`config.mk`:
```
export PLATFORM = sky130hd
export DESIGN_NAME = pfd_lock_det
export DESIGN_NICKNAME = d
export VERILOG_FILES = /design/src/rtl/pfd_lock_det.sv
export SDC_FILE = /design/constraint.sdc
export NUM_CORES = 1
export LEC_CHECK = 0
export BUFFER_PORTS_ARGS = -buffer_cell sky130_fd_sc_hd__buf_4
export CAP_MARGIN = 20
export CORE_MARGIN = 10
export CORE_UTILIZATION = 40
export DETAILED_ROUTE_END_ITERATION = 8
export GPL_TIMING_DRIVEN = 1
export SLEW_MARGIN = 20
export SYNTH_ARGS = -nofsm -noshare
export SYNTH_HDL_FRONTEND = slang
export SYNTH_SLANG_ARGS = --single-unit
export TNS_END_PERCENT = 30
```
`constraint.sdc`:
```
create_clock -name clk -period 4.42 [get_ports clk]
set_input_delay 0 -clock clk [delete_from_list [all_inputs] [get_ports clk]]
set_output_delay 0 -clock clk [all_outputs]
set_load 0.005 [all_outputs]
```
`src/rtl/pfd_lock_det.sv`:
```
module pfd_lock_det #(
  parameter int TOL  = 2,
  parameter int NEED = 4
) (
  input  logic clk,
  input  logic rst_n,
  input  logic ref_in,
  input  logic div_in,
  input  logic pol_sel,
  input  logic active,
  output logic cp_val,
  output logic cp_oe,
  output logic up_out,
  output logic dn_pull,
  output logic lock
);
  localparam int EW = $clog2(TOL + 2);
  localparam int GW = $clog2(NEED + 1);

  logic          ref_q, div_q, ref_f, div_f, lock_q;
  logic [EW-1:0] err;
  logic [GW-1:0] good;

  wire ref_e    = ref_in & ~ref_q;
  wire div_e    = div_in & ~div_q;
  wire done     = ref_f & div_f;
  wire lead     = ref_f & ~div_f;
  wire lag      = div_f & ~ref_f;
  wire pulsing  = lead | lag;
  wire hi_side  = pol_sel ? lag : lead;
  wire lo_side  = pol_sel ? lead : lag;
  wire too_wide = pulsing && (err == EW'(TOL));

  always_ff @(posedge clk) begin
    if (!rst_n) begin
      ref_q  <= 1'b0;
      div_q  <= 1'b0;
      ref_f  <= 1'b0;
      div_f  <= 1'b0;
      err    <= '0;
      good   <= '0;
      lock_q <= 1'b0;
    end else begin
      ref_q <= ref_in;
      div_q <= div_in;
      if (!active) begin
        ref_f <= 1'b0;
        div_f <= 1'b0;
        err   <= '0;
      end else begin
        if (done) begin
          ref_f <= ref_e;
          div_f <= div_e;
          err   <= '0;
        end else begin
          ref_f <= ref_f | ref_e;
          div_f <= div_f | div_e;
          if (pulsing && err != EW'(TOL + 1)) err <= err + 1'b1;
        end
        if (too_wide) begin
          good   <= '0;
          lock_q <= 1'b0;
        end else if (done && err <= EW'(TOL)) begin
          if (good == GW'(NEED - 1)) lock_q <= 1'b1;
          if (good != GW'(NEED)) good <= good + 1'b1;
        end
      end
    end
  end

  assign cp_oe   = active & pulsing;
  assign cp_val  = active & hi_side;
  assign up_out  = active & lo_side;
  assign dn_pull = active & hi_side;
  assign lock    = ~active | lock_q;
endmodule

```
# --- Word level (Yosys, flattened, before mapping) ---
# Index checks and enable logic that the tools add are counted.
word_totals:
  ff_bits: 10
  inputBits: 6
  wordCells: 52
  output_inout_bits: 5
op_classes:
  magnitude_cmp: 1
  n_reduce_logical: 10
  n_bitwise: 18
  addsub: 2
  eq_ne: 4
  muxes: 10
op_table:
  columns: ["op", "count"]
  rows:
  - ["3-bit two-way mux", 3]
  - ["1-bit bitwise AND", 8]
  - ["1-bit two-way mux", 7]
  - ["1-bit NOT", 6]
  - ["3-bit AND reduction", 2]
  - ["2-bit nonzero test", 3]
  - ["1-bit bitwise OR", 4]
  - ["3-bit by 1-bit adder with 3-bit output (second input constant)", 1]
  - ["3-bit by 2-bit equality test with 1-bit output (second input constant)", 1]
  - ["1-bit logical AND", 3]
  - ["3-bit inequality test (second input constant)", 1]
  - ["3-bit OR reduction", 1]
  - ["2-bit by 1-bit adder with 2-bit output (second input constant)", 1]
  - ["2-bit equality test (second input constant)", 1]
  - ["2-bit less-or-equal comparator (second input constant)", 1]
  - ["2-bit inequality test (second input constant)", 1]
  - ["2-bit AND reduction", 1]

# --- Longest topological paths before layout ---
logic_depth:
  ltp_word: 6
  mapped_depth: 6
  depth_no_buf: 6

# --- Worst setup path after synthesis ---
# OpenSTA, ideal clock, no wires.
synth_timing:
  kind: "reg2reg"
  start: "register ref_f"
  end: "register good[0]"
  path_buffers: 0
  setup_time_ns: 0.072
  period_less_slack_ns: 1.420
  path_slack_ns: 3.000
  required_time_ns: 4.348
  arrival_time_ns: 1.349
  path_stages_with_launch: 6
  cell_sequence: "dfxtp_1 > inv_1 > ha_1 > nand2b_1 > a31oi_4 > mux2i_1"
synth_between:
  elab_chain_cells: 6
  elab_cells_between_ends: 11
  cone_classes: "mux (1); bitwise (5); reduce/logical (5)"
synth_rtl:
  columns: ["element", "line_no", "rtl"]
  rows:
  - ["start, declared", "20", "logic ref_q, div_q, ref_f, div_f, lock_q;"]
  - ["start signal, assigned", "52", "ref_f <= ref_e;"]
  - ["start signal, assigned", "56", "ref_f <= ref_f | ref_e;"]
  - ["1-bit NOT", "28", "wire lag = div_f & ~ref_f;"]
  - ["1-bit bitwise AND", "28", null]
  - ["1-bit bitwise OR", "29", "wire pulsing = lead | lag;"]
  - ["1-bit logical AND", "32", "wire too_wide = pulsing && (err == EW'(TOL));"]
  - ["2-bit nonzero test (no line)", null, null]
  - ["3-bit AND reduction (no line)", null, null]
  - ["end signal, assigned", "65", "if (good != GW'(NEED)) good <= good + 1'b1;"]
  - ["end, declared", "22", "logic [GW-1:0] good;"]
# Several ways; a longest one is shown, not always the timed one.
# A chain may end at the register's enable or synchronous reset.

# --- Final worst setup path ---
# Ends and elaborated chain as after synthesis.

==> summary.txt <==
Job
  – Maxcap violations: 0

Critical path
  – CP startpoint: ref_f
  – Crit path capture type: flop
  – CP Buf/Inv Count: 1
  – CP startpoint kind: flop
  – Kind of critical path: flop to flop
  – CP Max Fanout: 5
  – WP data required: about 4.6 ns
  – Crit path max-delay family: flip-flops
  – Worst EP arrival: 1.72 ns
  – R2r startpoint: ref_f
  – Max stage delay on crit path: about 0.36 ns
  – Crit-path cells: inv_1, ha_1, nand2b_1, a31oi_4, mux2i_1
  – Crit-path slowest cell: dfxtp_1

Layout
  – Nets: 96
  – Antenna diodes: 0
  – Fin area: 748 µm²
  – Finished Core Util: between 50 and 60%
  – Layout filler cell count: 164
  – Footprint of the multi-input gates: approximately 370 µm²
  – Commonest non-fill, non-tap cells in the layout: 10 x dfxtp_1, 10 x buf_4, 9 x ha_1, 8 x inv_1
  – Sequential cell area: approximately 200 µm²
  – Share of cells above drive strength 1: around 23%
  – Synthesis-to-finish area growth: 22.3%

STA
  – Final number of setup-violating endpoints: 0
  – Fin Clk Skew: between 0.005 and 0.006 ns
  – Final Hold Viols: 0
  – Period minus WS final: about 1.5 ns
  – Post-route setup TNS: 0 ns
  – Hold WS: between 0.02 and 0.03 ns
  – Tightest Pin Transition: ~0.28 ns
  – Max-slew violations: 0
  – F_max: ~650 MHz
  – Fin crit share: 34.8%
  – Max_slew headroom: between 80% and 90%
  – RSZ-0062 raised after global routing: false

Logic synthesis
  – Syn Area/Cell: slightly above 9 µm²
  – Post-Synth XOR/XNOR Area: under 10%
  – Seq/Total Area, Yosys: between 30% and 40%
  – Post-Synth Simple-Gate Area: between 20% and 30%
  – Yosys synthesis warning count: 0
  – Adder-Cell Fraction of Synth Area: ~18%
  – Syn_nets: 81
  – Synth Register Bits: 10
  – Compound-Gate Fraction of Synth Area: a little under an eighth
  – Largest family of logic cells by synthesized area: simple AND/OR/NAND/NOR gates
  – Synth Instances: 66
  – Synth unique cells: 22
  – Post-Syn Area: just over 600 µm²
  – Multiplexer share of the synthesized area: between 6 and 7%

Placed design
  – Port Buffers: 10
  – GP Congestion: between 0.7 and 0.8
  – Post-detail-place hpwl: between 800 and 900 µm
  – Placement Cell Area: between 600 and 700 µm²

Clock tree
  – Worst-skew pair later-pin latency: between 0.2 and 0.3 ns
  – Num CTS Buffers: 3
  – Maximum clock path buffer count: 2
  – CTS Sinks: 10
  – Clock Pin Slew Worst Setup and Hold Paths: about 0.07 ns
  – H-tree Lvls: 1
  – CTS tree: done
  – CTS root buffer: clkbuf_4
  – Post-cts resize count: 0

Power
  – Pwr/cell area: about 270 nW/µm²
  – Maximum VDD drop: 0.000196 V
  – Leak: about 0.32 nW
  – Final Power: between 0.00015 and 0.0002 W

Detailed routing
  – DRT iter0 DRCs: 2
  – Routed Antenna Nets: 0
  – Post-DR vias/cell: 4.74
  – DR vias: approximately 460
  – Residual DRC: 0
  – First-pass iteration count of the detailed router: 2
  – Routed wire length: around 1.0 mm
  – Routed len/inst: 10.6 µm

Worst hold path
  – Hold Crit Class: primary input to flop
  – Hold Crit Start: rst_n

Floorplan
  – Initial Util: between 40% and 50%
  – I/O pin count: 11
  – Die area: about 3500 µm²
  – DIE HEIGHT: a little under 60 µm
  – Std-Cell Rows: 14
  – Die X: approximately 60 µm
  – Core Box Area: around 1500 µm²

Outcome
  – Outcome: complete, no violations

Global route
  – Largest net degree at the start of global routing: 11
  – GRT overflow: 0
  – Vias in the first global route: between 400 and 500
  – Initial antenna violation count: 0
  – First-pass GRT wire length: 1.79 mm
  – Tot GR Track Use: approximately 6.4%
through the flow:
step | setup WS (ns) | cells
finish | 2.88 | 96
global placement | 2.94 | 90
global route | 2.79 | 96
CTS | 2.88 | 96
detailed placement | 2.91 | 90
floorplan | 3.00 | 66
cells in the mapped netlist:
master     number  share of area (%)
a31oi_4         1                3.5
nand3b_1        1                1.2
xnor2_1         1                1.4
nand2b_1        2                2.0
inv_1           8                4.9
a21oi_1         1               0.82
a2111oi_1       1                1.6
ha_1            9                 18
nor2_1          2                1.2
o22ai_1         3                3.1
nand2_1         6                3.7
nor2b_1         6                6.1
dfxtp_1        10                 33
buf_4           2                2.5
and2_1          2                2.0
mux2i_1         4                6.5
o21ai_2         1                1.4
nand3_1         2                1.6
nor2_2          1                1.0
a31oi_1         1                1.0
nor3_1          1               0.82
nor2b_4         1                2.2
sequential cells by signal (all words and copies together), names as in the netlist:
register / count
lock_q: 1
good: 3
err: 2
div_q: 1
ref_q: 1
ref_f: 1
div_f: 1
metal layers:
| layer | GRT usage, % | up-vias | wire, µm |
|---|---|---|---|
| met5 | 0 | - | 0 |
| li1 | - | 244 | - |
| met3 | 4.29 | 2 | 95 |
| met2 | 8.71 | 9 | 402 |
| met1 | 7.98 | 200 | 513 |
| met4 | 1.97 | 0 | 10 |
logic make-up after synthesis:
kind of cell | count (synthesis)
fa+ha+maj | 9
flops | 10
simple gates | 24
buf+inv | 10
xor+xnor | 1
compound gates | 8
mux | 4
power breakdown:
| group | total (W) | leakage, nW | internal [W] | switching [W] |
|---|---|---|---|---|
| registers | 0.0000948 | 0.0815 | 0.0000929 | 0.00000195 |
| clock network | 0.0000794 | 0.0210 | 0.0000499 | 0.0000295 |
| logic | 0.0000254 | 0.220 | 0.0000139 | 0.0000114 |
final timing paths:
| kind | to | slack (ns) | depth (start not counted) |
|---|---|---|---|
| hold / removal | lock_q | 0.03 | 3 |
| hold reg to reg | lock_q | 0.47 | 2 |
| setup / recovery | good[0] | 2.88 | 5 |
| setup reg to reg | good[0] | 2.88 | 5 |
worst reg2reg max path: stages, from the launching register on:
cell      delay (ns)
dfxtp_1         0.36
inv_1           0.07
ha_1            0.34
nand2b_1        0.25
a31oi_4         0.24
mux2i_1         0.19
final cells by class:
type                            instances  share of cell area (%)
Sequential cell                        10                    26.8
Clock buffer                            4                    4.85
Timing Repair Buffer                   12                    12.7
Multi-Input combinational cell         46                    49.0
Tap cell                               16                    2.68
Inverter                                8                    4.01
timing repair:
action	4_1_cts	5_1_grt
hold endpoints to repair	2	0
endpoints found under the setup margin	0	0
buffers inserted	0	0
hold buffers	2	0
No activity file was read; power rests on OpenSTA's default activity.
